## config.mk

```make
export PLATFORM = sky130hd
export DESIGN_NAME = gtimer_cmp
export DESIGN_NICKNAME = d
export VERILOG_FILES = /design/src/rtl/gtimer_pkg.sv /design/src/rtl/gtimer_counter.sv /design/src/rtl/gtimer_slot.sv /design/src/rtl/gtimer_decode.sv /design/src/rtl/gtimer_cmp.sv
export SDC_FILE = /design/constraint.sdc
export NUM_CORES = 1
export LEC_CHECK = 0
export BUFFER_PORTS_ARGS = -buffer_cell sky130_fd_sc_hd__buf_2
export CAP_MARGIN = 20
export CELL_PAD_IN_SITES_DETAIL_PLACEMENT = 1
export CELL_PAD_IN_SITES_GLOBAL_PLACEMENT = 1
export CORE_MARGIN = 2
export CORE_UTILIZATION = 45
export DETAILED_ROUTE_END_ITERATION = 16
export PLACE_DENSITY_LB_ADDON = 0.1
export REMOVE_ABC_BUFFERS = 1
export SLEW_MARGIN = 15
export SYNTH_ARGS = -nofsm -noshare
export SYNTH_HDL_FRONTEND = slang
export SYNTH_HIERARCHICAL = 1
export SYNTH_SLANG_ARGS = --single-unit
```

## constraint.sdc

```tcl
create_clock -name clk -period 2.5 [get_ports clk]
set_clock_uncertainty 0.1 [all_clocks]
set_input_delay 0.125 -clock clk [delete_from_list [all_inputs] [get_ports clk]]
set_output_delay 0.125 -clock clk [all_outputs]
set_load 0.01 [all_outputs]
```

## src/rtl/gtimer_pkg.sv

```systemverilog
package gtimer_pkg;

   // word addresses of the register port
   typedef enum logic [3:0] {
      A_CFG     = 4'd0,
      A_CNT_LO  = 4'd1,
      A_CNT_HI  = 4'd2,
      A_LCMP_LO = 4'd4,
      A_LCMP_HI = 4'd5,
      A_LEN_SET = 4'd6,
      A_LEN_CLR = 4'd7,
      A_SEL     = 4'd8,
      A_LSTAT   = 4'd9,
      A_RCMP_LO = 4'd12,
      A_RCMP_HI = 4'd13,
      A_REN_SET = 4'd14,
      A_REN_CLR = 4'd15
   } reg_addr_e;

   localparam int HALT_BIT = 0;
   localparam int WFLD_LSB = 8;

   // write strobes delivered to one compare slot
   typedef struct packed {
      logic wr_lo;
      logic wr_hi;
      logic en_set;
      logic en_clr;
   } slot_wr_t;

endpackage

```

## src/rtl/gtimer_counter.sv

```systemverilog
module gtimer_counter #(
   parameter int CNT_W = 48
) (
   input  logic             clk,
   input  logic             rst_n,
   input  logic             cfg_wr,
   input  logic             lo_wr,
   input  logic             hi_wr,
   input  logic [31:0]      wdata,
   output logic [CNT_W-1:0] cnt_o,
   output logic             halt_o
);
   import gtimer_pkg::*;

   localparam logic [CNT_W-1:0] ONE = CNT_W'(1);

   logic [CNT_W-1:0] cnt_q, cnt_d, lo_val, hi_val;
   logic             halt_q;

   // word replacement differs when the counter has no upper word
   generate
      if (CNT_W > 32) begin : g_wide
         assign lo_val = {cnt_q[CNT_W-1:32], wdata};
         assign hi_val = {wdata[CNT_W-33:0], cnt_q[31:0]};
      end else begin : g_base
         assign lo_val = wdata;
         assign hi_val = cnt_q;
      end
   endgenerate

   always_comb begin
      if (lo_wr)       cnt_d = lo_val;
      else if (hi_wr)  cnt_d = hi_val;
      else if (halt_q) cnt_d = cnt_q;
      else             cnt_d = cnt_q + ONE;
   end

   always_ff @(posedge clk) begin
      if (!rst_n) begin
         cnt_q  <= '0;
         halt_q <= 1'b0;
      end else begin
         cnt_q <= cnt_d;
         if (cfg_wr) halt_q <= wdata[HALT_BIT];
      end
   end

   assign cnt_o  = cnt_q;
   assign halt_o = halt_q;
endmodule

```

## src/rtl/gtimer_slot.sv

```systemverilog
module gtimer_slot #(
   parameter int CNT_W = 48
) (
   input  logic                 clk,
   input  logic                 rst_n,
   input  logic [CNT_W-1:0]     cnt_i,
   input  gtimer_pkg::slot_wr_t wr_i,
   input  logic [31:0]          wdata,
   output logic [63:0]          cmp_o,
   output logic                 pend_o,
   output logic                 en_o,
   output logic                 irq_o
);
   logic [63:0] cmp_q;
   logic        pend_q, en_q, hit;

   // a narrow counter only needs the low compare bits once the upper ones are zero
   generate
      if (CNT_W < 64) begin : g_narrow
         assign hit = (cmp_q[63:CNT_W] == '0) && (cnt_i >= cmp_q[CNT_W-1:0]);
      end else begin : g_full
         assign hit = (cnt_i >= cmp_q);
      end
   endgenerate

   always_ff @(posedge clk) begin
      if (!rst_n) begin
         cmp_q  <= '1;
         pend_q <= 1'b0;
         en_q   <= 1'b0;
      end else begin
         if (wr_i.wr_lo) cmp_q[31:0]  <= wdata;
         if (wr_i.wr_hi) cmp_q[63:32] <= wdata;
         if (wr_i.wr_lo || wr_i.wr_hi) pend_q <= 1'b0;
         else if (hit)                 pend_q <= 1'b1;
         if (wr_i.en_set && wdata[0])      en_q <= 1'b1;
         else if (wr_i.en_clr && wdata[0]) en_q <= 1'b0;
      end
   end

   assign cmp_o  = cmp_q;
   assign pend_o = pend_q;
   assign en_o   = en_q;
   assign irq_o  = pend_q & en_q;
endmodule

```

## src/rtl/gtimer_decode.sv

```systemverilog
module gtimer_decode #(
   parameter int NCTX  = 4,
   parameter int CTX_W = 2
) (
   input  logic                               clk,
   input  logic                               rst_n,
   input  logic                               bus_wr,
   input  logic [CTX_W-1:0]                   bus_ctx,
   input  logic [3:0]                         bus_addr,
   input  logic [CTX_W-1:0]                   sel_wdata,
   output gtimer_pkg::slot_wr_t [NCTX-1:0]    slot_wr_o,
   output logic                               cfg_wr_o,
   output logic                               cnt_lo_wr_o,
   output logic                               cnt_hi_wr_o,
   output logic                               ctx_ok_o,
   output logic                               tgt_ok_o,
   output logic [CTX_W-1:0]                   sel_o,
   output logic [CTX_W-1:0]                   tgt_o
);
   import gtimer_pkg::*;

   logic [NCTX-1:0][CTX_W-1:0] sel_q;
   logic [NCTX-1:0]            loc_v, rem_v;
   logic                       ctx_ok, tgt_ok;
   logic [CTX_W-1:0]           tgt;

   always_comb begin
      ctx_ok = (32'(bus_ctx) < NCTX);
      tgt    = ctx_ok ? sel_q[bus_ctx] : '0;
      tgt_ok = ctx_ok && (32'(tgt) < NCTX);
      for (int i = 0; i < NCTX; i++) begin
         loc_v[i] = ctx_ok && (bus_ctx == CTX_W'(i));
         rem_v[i] = tgt_ok && (tgt == CTX_W'(i));
         slot_wr_o[i].wr_lo  = bus_wr && ((bus_addr == A_LCMP_LO && loc_v[i]) ||
                                          (bus_addr == A_RCMP_LO && rem_v[i]));
         slot_wr_o[i].wr_hi  = bus_wr && ((bus_addr == A_LCMP_HI && loc_v[i]) ||
                                          (bus_addr == A_RCMP_HI && rem_v[i]));
         slot_wr_o[i].en_set = bus_wr && ((bus_addr == A_LEN_SET && loc_v[i]) ||
                                          (bus_addr == A_REN_SET && rem_v[i]));
         slot_wr_o[i].en_clr = bus_wr && ((bus_addr == A_LEN_CLR && loc_v[i]) ||
                                          (bus_addr == A_REN_CLR && rem_v[i]));
      end
   end

   always_ff @(posedge clk) begin
      if (!rst_n) begin
         sel_q <= '0;
      end else begin
         for (int i = 0; i < NCTX; i++)
            if (bus_wr && bus_addr == A_SEL && loc_v[i]) sel_q[i] <= sel_wdata;
      end
   end

   assign cfg_wr_o    = bus_wr && (bus_addr == A_CFG);
   assign cnt_lo_wr_o = bus_wr && (bus_addr == A_CNT_LO);
   assign cnt_hi_wr_o = bus_wr && (bus_addr == A_CNT_HI);
   assign ctx_ok_o    = ctx_ok;
   assign tgt_ok_o    = tgt_ok;
   assign sel_o       = ctx_ok ? sel_q[bus_ctx] : '0;
   assign tgt_o       = tgt;
endmodule

```

## src/rtl/gtimer_cmp.sv

```systemverilog
module gtimer_cmp #(
   parameter int NCTX  = 4,
   parameter int CNT_W = 48,
   parameter int CTX_W = (NCTX > 1) ? $clog2(NCTX) : 1
) (
   input  logic             clk,
   input  logic             rst_n,
   input  logic [CTX_W-1:0] bus_ctx,
   input  logic             bus_wr,
   input  logic             bus_rd,
   input  logic [3:0]       bus_addr,
   input  logic [31:0]      bus_wdata,
   output logic [31:0]      bus_rdata,
   output logic             bus_rvalid,
   output logic [NCTX-1:0]  tmr_irq
);
   import gtimer_pkg::*;

   localparam int WFLD = (CNT_W - 32) / 4;

   // elaboration-time parameter checks
   generate
      if (CNT_W < 32 || CNT_W > 64 || (CNT_W % 4) != 0) begin : g_bad_width
         $error("gtimer_cmp: CNT_W must be 32..64 in steps of 4");
      end
      if (NCTX < 1 || NCTX > 16) begin : g_bad_ctx
         $error("gtimer_cmp: NCTX must be 1..16");
      end
      if ((1 << CTX_W) < NCTX) begin : g_bad_ctxw
         $error("gtimer_cmp: CTX_W too narrow for NCTX");
      end
   endgenerate

   slot_wr_t [NCTX-1:0]        slot_wr;
   logic                       cfg_wr, cnt_lo_wr, cnt_hi_wr, ctx_ok, tgt_ok;
   logic [CTX_W-1:0]           sel_w, tgt_w;
   logic [CNT_W-1:0]           cnt_w;
   logic                       halt_w;
   logic [NCTX-1:0][63:0]      cmp_w;
   logic [NCTX-1:0]            pend_w, en_w;
   logic [63:0]                cnt64;
   logic [31:0]                rd_d, rdata_q;
   logic                       rvalid_q;

   gtimer_decode #(.NCTX(NCTX), .CTX_W(CTX_W)) u_decode (
      .clk         (clk),
      .rst_n       (rst_n),
      .bus_wr      (bus_wr),
      .bus_ctx     (bus_ctx),
      .bus_addr    (bus_addr),
      .sel_wdata   (bus_wdata[CTX_W-1:0]),
      .slot_wr_o   (slot_wr),
      .cfg_wr_o    (cfg_wr),
      .cnt_lo_wr_o (cnt_lo_wr),
      .cnt_hi_wr_o (cnt_hi_wr),
      .ctx_ok_o    (ctx_ok),
      .tgt_ok_o    (tgt_ok),
      .sel_o       (sel_w),
      .tgt_o       (tgt_w)
   );

   gtimer_counter #(.CNT_W(CNT_W)) u_counter (
      .clk    (clk),
      .rst_n  (rst_n),
      .cfg_wr (cfg_wr),
      .lo_wr  (cnt_lo_wr),
      .hi_wr  (cnt_hi_wr),
      .wdata  (bus_wdata),
      .cnt_o  (cnt_w),
      .halt_o (halt_w)
   );

   generate
      for (genvar i = 0; i < NCTX; i++) begin : g_slot
         gtimer_slot #(.CNT_W(CNT_W)) u_slot (
            .clk    (clk),
            .rst_n  (rst_n),
            .cnt_i  (cnt_w),
            .wr_i   (slot_wr[i]),
            .wdata  (bus_wdata),
            .cmp_o  (cmp_w[i]),
            .pend_o (pend_w[i]),
            .en_o   (en_w[i]),
            .irq_o  (tmr_irq[i])
         );
      end
   endgenerate

   always_comb begin
      cnt64 = 64'(cnt_w);
      rd_d  = '0;
      case (bus_addr)
         A_CFG:     rd_d = (32'(halt_w) << HALT_BIT) | (32'(WFLD) << WFLD_LSB);
         A_CNT_LO:  rd_d = cnt64[31:0];
         A_CNT_HI:  rd_d = cnt64[63:32];
         A_LCMP_LO: if (ctx_ok) rd_d = cmp_w[bus_ctx][31:0];
         A_LCMP_HI: if (ctx_ok) rd_d = cmp_w[bus_ctx][63:32];
         A_SEL:     rd_d = 32'(sel_w);
         A_LSTAT:   if (ctx_ok) rd_d = {30'd0, en_w[bus_ctx], pend_w[bus_ctx]};
         A_RCMP_LO: if (tgt_ok) rd_d = cmp_w[tgt_w][31:0];
         A_RCMP_HI: if (tgt_ok) rd_d = cmp_w[tgt_w][63:32];
         default:   rd_d = '0;
      endcase
   end

   always_ff @(posedge clk) begin
      if (!rst_n) begin
         rvalid_q <= 1'b0;
         rdata_q  <= '0;
      end else begin
         rvalid_q <= bus_rd;
         if (bus_rd) rdata_q <= rd_d;
      end
   end

   assign bus_rdata  = rdata_q;
   assign bus_rvalid = rvalid_q;
endmodule

```

==> key figures <==
Status
  – Status: complete, but fails checks
  – Failing checks: negative setup slack

Finish
  – Share of layout cells above drive strength 1: 20.2%
  – Ant. Diodes: 0
  – Area grow syn2layout: 19.8%
  – Final Core Density: 54.3%
  – Final Cell Area: 27700 µm²
  – Nets@finish: 2984

Global route
  – Vias in the first global route: 23400
  – Gr usage total: 35.0%
  – First-pass GRT wire length: 142 mm
  – Pin count of the biggest net entering global routing: 93
  – Gr ovfl total: 0
  – Initial antenna violation count: 1

Worst setup path
  – Worst setup SP type: flop
  – CP Class: reg2reg
  – Crit-path max FO: 7
  – Worst setup EP type: flop
  – WP data required: 2.84 ns
  – Arrival @ worst endpoint: 2.86 ns

Routing
  – Pre-antenna DRT Iters: 8
  – DR vias/cell: 6.45
  – Starting DRT DRC Count: 1878
  – Avg WL per Cell: 27.5 µm
  – Residual DRC: 0
  – Antenna Nets Post-Route: 0
  – Detailed Route WL: 95.3 mm
  – Vias post-DR: 22300

STA
  – Rel. slew slack: 27.3%
  – Final setup fails: 3
  – Final Cycle Share: 101%
  – Final hold violations: 0
  – Setup TNS: -0.0468 ns
  – Fmax: 396 MHz
  – Fin. max-slew vios: 0
  – Min cycle time layout: 2.52 ns
  – PnR worst setup slack: -0.0234 ns
  – Actual slew at the worst max-slew pin: 1.09 ns
  – RSZ-0062 raised after global routing: true

Clock network
  – Clock Latency Late Sink: 0.58 ns
  – Max Root-Sink Buffers: 3
  – Worst-path clk slew: 0.06 ns
  – Sink Count: 354
  – CTS tree: built
  – H-tree depth: 2
  – CTS Buf Count: 44
  – Root Buffer: clkbuf_16

Synthesis
  – Synth top area cells: dfxtp_1 31%, mux4_2 13%, ha_1 10%, o211ai_1 6.4%, nand2_1 6.3%
  – Top_reg_cell synth: dfxtp_1
  – Post-synth top area cell: dfxtp_1
  – Post-synthesis sequential area ratio: 30.7%
  – Post-synth ARST share: 0%
  – Post-synthesis cell area: 23100 µm²
  – Top-count cell post-synth: nand2_1
  – Syn_area_per_cell: 9.04 µm²
  – Post-Synthesis Cells: 2555
  – Post-synth top cells: 388 x nand2_1, 354 x dfxtp_1, 205 x inv_1
  – Post-synth EDFFs: 0
  – Synth Register Bits: 354
  – Share of the synthesized area in the top cell type: 30.7%
  – Synthesis Warnings: 6
  – Yosys cell types: 79

Placement
  – Area after DPL: 25400 µm²
  – Global placement routability congestion: 0.962
  – Port Buf Inserts: 78
  – Placed wire-length estimate: 66.9 mm

Pwr
  – Leakage: 0.0119 µW
  – Power Density: 491 nW/µm²
  – Worst vdd ir: 0.000428 V

Floorplan
  – Core ar.: 51000 µm²
  – Die Y: 231 µm
  – Die width: 231 µm
  – Io pins: 79
  – Starting Density: 45.3%
  – Die ar.: 53200 µm²
  – Num rows: 83

Job
  – # Max-Cap Violations: 0

Min path
  – Worst min-delay path category: in2reg
## metrics by stage
step / hold slack, ns / total power [µW] / setup WS, ns / cells
final: 0.0440 / 13600 / -0.0234 / 3461
after global routing: 0.0657 / 14000 / -0.0991 / 3461
after global placement: 0.302 / 7090 / -0.138 / 3324
after detailed placement: 0.306 / 7130 / -0.156 / 3324
after floorplan: 0.0869 / 6410 / -2.66 / 2376
after CTS: 0.0121 / 13600 / -0.0158 / 3441
## area by class of cell
class / instances / area, µm²
Inverter: 207 / 777
Tap cell: 680 / 851
Sequential cell: 354 / 7100
Fill cell: 5838 / 23300
Clock inverter: 9 / 97.6
Timing Repair Buffer: 327 / 2930
Clock buffer: 69 / 1320
Multi-Input combinational cell: 1815 / 14600
## layout by cell type, fill, tap and decap left out, types with 72 or more instances in the layout
| master | count |
|---|---|
| mux4_2 | 127 |
| ha_1 | 193 |
| dfxtp_1 | 341 |
| inv_1 | 203 |
| o211ai_1 | 196 |
| buf_4 | 171 |
| a21oi_1 | 119 |
| mux2i_1 | 72 |
| nor2_1 | 74 |
| nand2_1 | 388 |
| buf_2 | 75 |
## flip-flops by register name (all words and copies together) (netlist names)
signal                flops
bus_rdata                32
bus_rvalid                1
g_slot.u_slot/cmp_o     256
g_slot.u_slot/en_o        4
g_slot.u_slot/pend_o      4
u_counter/cnt_o          48
u_counter/halt_o          1
u_decode/sel_q            8
## worst max-delay path, cell delays in order (launching register included)
cell	delay, ns
dfxtp_2	0.33
mux4_4	0.72
nand3b_1	0.35
a21oi_4	0.26
buf_6	0.17
buf_12	0.16
mux2i_1	0.19
nand2_1	0.09
## final timing paths
| kind | end | slack, ns | from | cells past startpoint |
|---|---|---|---|---|
| max | g_slot[2].u_slot/cmp_o[52] | -0.02 | u_decode/sel_q[6] | 7 |
| max reg2reg | g_slot[2].u_slot/cmp_o[52] | -0.02 | u_decode/sel_q[6] | 7 |
| min reg2reg | u_decode/sel_q[1] | 0.38 | u_decode/sel_q[1] | 2 |
| min | u_counter/halt_o | 0.04 | bus_addr[3] | 5 |
## kinds of logic (layout without fill, tap and decap cells)
logic type / Yosys count / in the layout / share of synthesized area (%)
mux: 205 / 205 / 16.1
flops: 354 / 354 / 30.7
other cells: 1 / 2 / 0.0162
simple gates: 775 / 775 / 16.4
buf+inv: 387 / 612 / 7.08
compound gates: 617 / 617 / 18.4
fa+ha+maj: 193 / 193 / 10.4
xor+xnor: 23 / 23 / 0.872
## layer usage
metal | vias up | track usage (%) | part of all wire [%] | wire (µm)
li1 | 9884 | - | - | -
met1 | 11300 | 45.2 | 41 | 39400
met2 | 842 | 58.4 | 47 | 45200
met3 | 245 | 4.90 | 6.5 | 6160
met4 | 0 | 15.5 | 4.7 | 4450
met5 | - | 0 | 0 | 0
## report_power, final
part	total (µW)	leakage, µW	internal (µW)	switching (µW)
Combinational	1280	0.00832	485	796
Sequential	5830	0.00287	5730	105
Clock	6470	0.000695	3800	2670
## timing repair
action                     CTS  global route
setup endpoints to repair    6            69
hold buffers                35             0
gates cloned                 1             6
pin swaps                    3             9
buffers inserted             3            14
resized for setup           15            37
hold endpoints to repair   304             0
No activity file was read; power rests on OpenSTA's default activity.
